--- src/rtl/sync_hunt_pkg.sv ---
package sync_hunt_pkg;

    // 100 MHz system clock, 0.5 us bit period
    localparam int unsigned SYS_CLK_MHZ     = 100;
    localparam int unsigned BIT_TIME_NS     = 500;
    localparam int unsigned DEF_CLK_PER_BIT = (SYS_CLK_MHZ * BIT_TIME_NS) / 1000;

    // Sync word, first-sent bit at the MSB
    localparam int unsigned DEF_WORD_LEN = 17;
    localparam logic [DEF_WORD_LEN-1:0] DEF_WORD = 17'b1_0100_0010_1000_0001;

    // Width that holds values 0..n
    function automatic int unsigned count_width(input int unsigned n);
        return (n < 2) ? 1 : $clog2(n + 1);
    endfunction

endpackage

--- src/rtl/sync_hunt_strobe.sv ---
module sync_hunt_strobe #(
    parameter int unsigned DIV = sync_hunt_pkg::DEF_CLK_PER_BIT
) (
    input  logic clk,
    input  logic rst,
    input  logic arm,
    output logic strobe
);
    localparam int unsigned CW = sync_hunt_pkg::count_width(DIV - 1);
    localparam logic [CW-1:0] LAST = CW'(DIV - 1);

    logic [CW-1:0] div_q;

    // Counter is held at zero while disarmed, so each arming starts a fresh period
    always_ff @(posedge clk) begin
        if (rst || !arm) begin
            div_q <= '0;
        end else if (div_q == LAST) begin
            div_q <= '0;
        end else begin
            div_q <= div_q + 1'b1;
        end
    end

    assign strobe = !rst && arm && (div_q == LAST);

endmodule

--- src/rtl/sync_hunt_window.sv ---
module sync_hunt_window #(
    parameter int unsigned LEN = sync_hunt_pkg::DEF_WORD_LEN
) (
    input  logic                                          clk,
    input  logic                                          rst,
    input  logic                                          arm,
    input  logic                                          strobe,
    input  logic                                          line_in,
    output logic [LEN-1:0]                                win_q,
    output logic [sync_hunt_pkg::count_width(LEN)-1:0]    fill_q,
    output logic [LEN-1:0]                                win_nxt,
    output logic                                          full_nxt
);
    localparam int unsigned FW = sync_hunt_pkg::count_width(LEN);
    localparam logic [FW-1:0] FULL = FW'(LEN);

    typedef struct packed {
        logic [LEN-1:0] bits;
        logic [FW-1:0]  fill;
    } win_state_t;

    win_state_t st_q, st_d;

    // Newest sample at bit 0, oldest toward the MSB
    assign win_nxt  = {st_q.bits[LEN-2:0], line_in};
    assign full_nxt = (st_q.fill >= FW'(LEN - 1));

    always_comb begin
        st_d = st_q;
        if (strobe) begin
            st_d.bits = win_nxt;
            if (st_q.fill != FULL) begin
                st_d.fill = st_q.fill + 1'b1;
            end
        end
    end

    always_ff @(posedge clk) begin
        if (rst || !arm) begin
            st_q <= '0;
        end else begin
            st_q <= st_d;
        end
    end

    assign win_q  = st_q.bits;
    assign fill_q = st_q.fill;

endmodule

--- src/rtl/sync_hunt_match.sv ---
module sync_hunt_match #(
    parameter int unsigned        LEN  = sync_hunt_pkg::DEF_WORD_LEN,
    parameter logic [LEN-1:0]     WORD = sync_hunt_pkg::DEF_WORD
) (
    input  logic           clk,
    input  logic           rst,
    input  logic           arm,
    input  logic           strobe,
    input  logic           full_nxt,
    input  logic [LEN-1:0] win_nxt,
    output logic           found_q
);
    logic [LEN-1:0] bit_eq;

    for (genvar i = 0; i < LEN; i++) begin : g_cmp
        assign bit_eq[i] = (win_nxt[i] == WORD[i]);
    end

    logic hit;
    assign hit = arm && strobe && full_nxt && (&bit_eq);

    always_ff @(posedge clk) begin
        if (rst) begin
            found_q <= 1'b0;
        end else begin
            found_q <= hit;
        end
    end

endmodule

--- src/rtl/sync_word_hunter.sv ---
module sync_word_hunter #(
    parameter int unsigned             CLK_PER_BIT = sync_hunt_pkg::DEF_CLK_PER_BIT,
    parameter int unsigned             WORD_LEN    = sync_hunt_pkg::DEF_WORD_LEN,
    parameter logic [WORD_LEN-1:0]     WORD        = sync_hunt_pkg::DEF_WORD
) (
    input  logic clk,
    input  logic rst,
    input  logic arm,
    input  logic line_in,
    output logic found
);
    localparam int unsigned FW = sync_hunt_pkg::count_width(WORD_LEN);

    logic                bit_stb;
    logic [WORD_LEN-1:0] win_q;
    logic [WORD_LEN-1:0] win_nxt;
    logic [FW-1:0]       fill_q;
    logic                full_nxt;

    sync_hunt_strobe #(.DIV(CLK_PER_BIT)) strobe_i (
        .clk    (clk),
        .rst    (rst),
        .arm    (arm),
        .strobe (bit_stb)
    );

    sync_hunt_window #(.LEN(WORD_LEN)) window_i (
        .clk      (clk),
        .rst      (rst),
        .arm      (arm),
        .strobe   (bit_stb),
        .line_in  (line_in),
        .win_q    (win_q),
        .fill_q   (fill_q),
        .win_nxt  (win_nxt),
        .full_nxt (full_nxt)
    );

    sync_hunt_match #(.LEN(WORD_LEN), .WORD(WORD)) match_i (
        .clk      (clk),
        .rst      (rst),
        .arm      (arm),
        .strobe   (bit_stb),
        .full_nxt (full_nxt),
        .win_nxt  (win_nxt),
        .found_q  (found)
    );

endmodule

--- config.mk ---
export PLATFORM = sky130hd
export DESIGN_NAME = sync_word_hunter
export DESIGN_NICKNAME = d
export VERILOG_FILES = /design/src/rtl/sync_hunt_pkg.sv /design/src/rtl/sync_hunt_strobe.sv /design/src/rtl/sync_hunt_window.sv /design/src/rtl/sync_hunt_match.sv /design/src/rtl/sync_word_hunter.sv
export SDC_FILE = /design/constraint.sdc
export NUM_CORES = 1
export LEC_CHECK = 0
export CELL_PAD_IN_SITES_DETAIL_PLACEMENT = 1
export CELL_PAD_IN_SITES_GLOBAL_PLACEMENT = 1
export CORE_MARGIN = 3
export CORE_UTILIZATION = 33
export DETAILED_ROUTE_END_ITERATION = 10
export PLACE_DENSITY = 0.59
export SLEW_MARGIN = 25
export SYNTH_ARGS = -nofsm -noshare
export SYNTH_HDL_FRONTEND = slang
export SYNTH_SLANG_ARGS = --single-unit
--- constraint.sdc ---
create_clock -name clk -period 2.2 [get_ports clk]
set_input_delay 0.22 -clock clk [delete_from_list [all_inputs] [get_ports clk]]
set_output_delay 0.22 -clock clk [all_outputs]
set_load 0.05 [all_outputs]
==> run_results.csv <==
group,metric,value,unit
yosys,syn_inst,144,
critical_path,crit_fanout,11,
route,ant_nets,0,
yosys,synth_edf_count,0,
yosys,synth_top_cells_by_count,"dfxtp_1 (28), nand3_1 (19), a21oi_1 (17), o21ai_0 (17), nor3_1 (7)",
critical_path,slowest_delay,400,ps
route,wl,2.82,mm
yosys,yosys_most_used_dff,"dfxtp_1",
finish,diodes,0,
clock_network,clk_latency,280,ps
yosys,synthesis.area,0.00128,mm^2
critical_path,crit_slowest_cell,"dfxtp_1",
yosys,synth_top_cell_by_area,"dfxtp_1",
pwr,pwr-share-seq,53.1,%
route,drc,0,
pwr,p_comb_share,4.2,%
global_route,grt_pass1_wl,5.02,mm
clock_network,cts_root_buf,"clkbuf_8",
clock_network,clock_sinks,28,
die,die_area,0.00465,mm^2
route,routedWlPerCell,14.7,um
clock_network,post_cts_buffers,0,
clock_network,cts_buffer_depth,2,
pwr,leakage,0.000433,uW
timing,rsz0062_at_grt,"no",
timing,setup_viol,0,
timing,worst_pin_slew,487,ps
clock_network,cts_resized,0,
critical_path,critPathCaptureType,"flip-flop",
yosys,synth_area_per_cell,8.87,um^2
pwr,swShare,20.3,%
global_route,grt_max_degree,20,
die,die_y,68.2,um
critical_path,critPathKind,"reg2reg",
yosys,ys_ff_latch,28,
pwr,p_clk_share,42.7,%
finish,num-fill-cells,424,
finish,fin_util,40.3,%
yosys,yosys_warnings,0,
timing,clock_skew,6.48,ps
critical_path,path_cells,"ha_1, clkinv_1, buf_4, nor2_1, nor3_1",
finish,drive_gt1_share,9.59,%
placed_design,gp_congestion,0.738,
global_route,grt_pass1_vias,1079,
clock_network,holdBufCountCts,0,
clock_network,cts_max_level,1,
die,rows,21,
route,via_per_inst,5.36,
route,dr.pass1.iters,4,
placed_design,hpwl,1.91,mm
die,io_pins,5,
min_path,hold_class,"reg2reg",
global_route,grt_overflow,0,
pwr,ir_drop,193,uV
timing,fin_crit,1700,ps
run,max_cap_violations,0,
critical_path,arrival,1850,ps
yosys,synthTopCellsByArea,"dfxtp_1 (44%), nand3_1 (7.4%), a21oi_1 (6.7%), o21ai_0 (6.7%), ha_1 (3.9%)",
timing,period_share,77.2,%
yosys,yosys.area.top_type_share,43.9,%
die,core_area,0.00352,mm^2
die,dieWidth,68.2,um
timing,final_hold_viol_count,0,
critical_path,cp-start-kind,"flip-flop",
timing,maxSlewHeadroom,67.4,%
yosys,synthArstFlopShare,0,%
global_route,grt.total_usage,14.2,%
yosys,synth.yosys.seq_area_share,43.9,%
placed_design,io_buffer_count,4,
global_route,grt_antenna_before_repair,0,
route,drtIter0Drc,46,
die,start_util,36.3,%
timing,max_freq,0.589,GHz
pwr,p_switching,195,uW
clock_network,clk_pin_slew,100,ps
outcome,outcome,"completed",
finish,synthToLayoutAreaGrowth,11.2,%
timing,drv_slew,0,
clock_network,cts_buffers,3,
critical_path,cp.required,2360,ps
yosys,synth_nets,152,
clock_network,tritoncts,"yes",
finish,nNetsFinal,155,
route,num_vias,1030,
timing,tns,0,ps
yosys,ys_types,30,
pwr,p_int,766,uW
yosys,synth.most_common_cell,"dfxtp_1",
pwr,p_per_area,676,mW/mm^2
==> power groups by stage <==
stage,combinational [uW],clock [uW],sequential [uW]
after floorplan,24.3,0,521
after global placement,39.0,0,522
after detailed placement,40.4,0,522
after CTS,41.1,419,510
after global routing,44.7,446,511
final,40.3,410,510
==> layer usage <==
layer	track usage, %	wire length (um)	vias to the layer above
met2	22.3	1290	9
met1	19.0	1420	497
li1	-	-	520
met5	0	0	-
met3	2.63	71	4
met4	5.96	44	0
==> path summary, 6_finish.rpt <==
check                     startpoint  cells after the start  slack, ps                  to
setup reg to reg   strobe_i.div_q[0]                      5        500   strobe_i.div_q[3]
hold reg to reg   window_i.win_q[13]                      2        490  window_i.win_q[14]
hold / removal    window_i.win_q[13]                      2        490  window_i.win_q[14]
setup / recovery   strobe_i.div_q[0]                      5        500   strobe_i.div_q[3]
==> sequential cells by signal, indices dropped and copies added, names as in the netlist <==
register / flops
strobe_i.div_q: 6
window_i.fill_q: 5
window_i.win_q: 16
match_i.found_q: 1
==> placed cells by master (no fill, tap or decap) <==
| cell | n |
|---|---|
| nor4b_1 | 4 |
| and4bb_2 | 3 |
| a41o_1 | 1 |
| nor2b_1 | 1 |
| dfxtp_1 | 28 |
| a21oi_1 | 17 |
| xnor2_1 | 1 |
| and2_1 | 2 |
| nand2b_1 | 3 |
| buf_4 | 4 |
| nor2_1 | 3 |
| ha_1 | 4 |
| nand3_1 | 19 |
| clkbuf_8 | 3 |
| inv_1 | 3 |
| nor3_4 | 1 |
| mux2i_1 | 3 |
| nand2_1 | 6 |
| nor3_1 | 7 |
| clkdlybuf4s50_1 | 4 |
| or3_1 | 2 |
| nand4b_1 | 1 |
| xor2_1 | 2 |
| a211oi_2 | 1 |
| mux2_2 | 1 |
| nand4_1 | 2 |
| o21ai_0 | 17 |
| bufinv_16 | 1 |
| clkinv_1 | 1 |
| nand4bb_1 | 1 |
==> metrics by stage <==
step / power, uW / setup WS, ps / hold slack, ps / instances / area [um^2]
finish: 961 / 502 / 488 / 192 / 1420
global route: 1000 / 305 / 522 / 192 / 1420
detailed placement: 562 / 516 / 473 / 188 / 1350
floorplan: 546 / 788 / 368 / 144 / 1280
global placement: 561 / 574 / 463 / 188 / 1350
CTS: 970 / 486 / 488 / 192 / 1420
==> critical path: cells and delay by family, from the launching register on <==
family	cells	cell delay, ps
fa+ha+maj	1	200
buf+inv	2	560
flops	1	400
simple gates	2	420
==> cell type report <==
class,count,area (um^2),area share [%]
clock inverter,1,30.0,2.11
timing repair buffer,8,70.1,4.93
multi-input combinational,102,646,45.5
sequential,28,561,39.5
inverter,4,15.0,1.06
tap,46,57.6,4.05
clock buffer,3,41.3,2.91
==> kinds of logic after synthesis <==
logic type / Yosys count / synth area share, %
AND/OR/NAND/NOR: 55 / 26.2
buffers and inverters: 14 / 5.58
AO/OA/AOI/OAI: 36 / 15.1
flip-flops: 28 / 43.9
multiplexers: 4 / 3.23
XOR/XNOR: 3 / 2.06
adder cells (fa/ha/maj): 4 / 3.92
(Power assumes the default switching activity.)
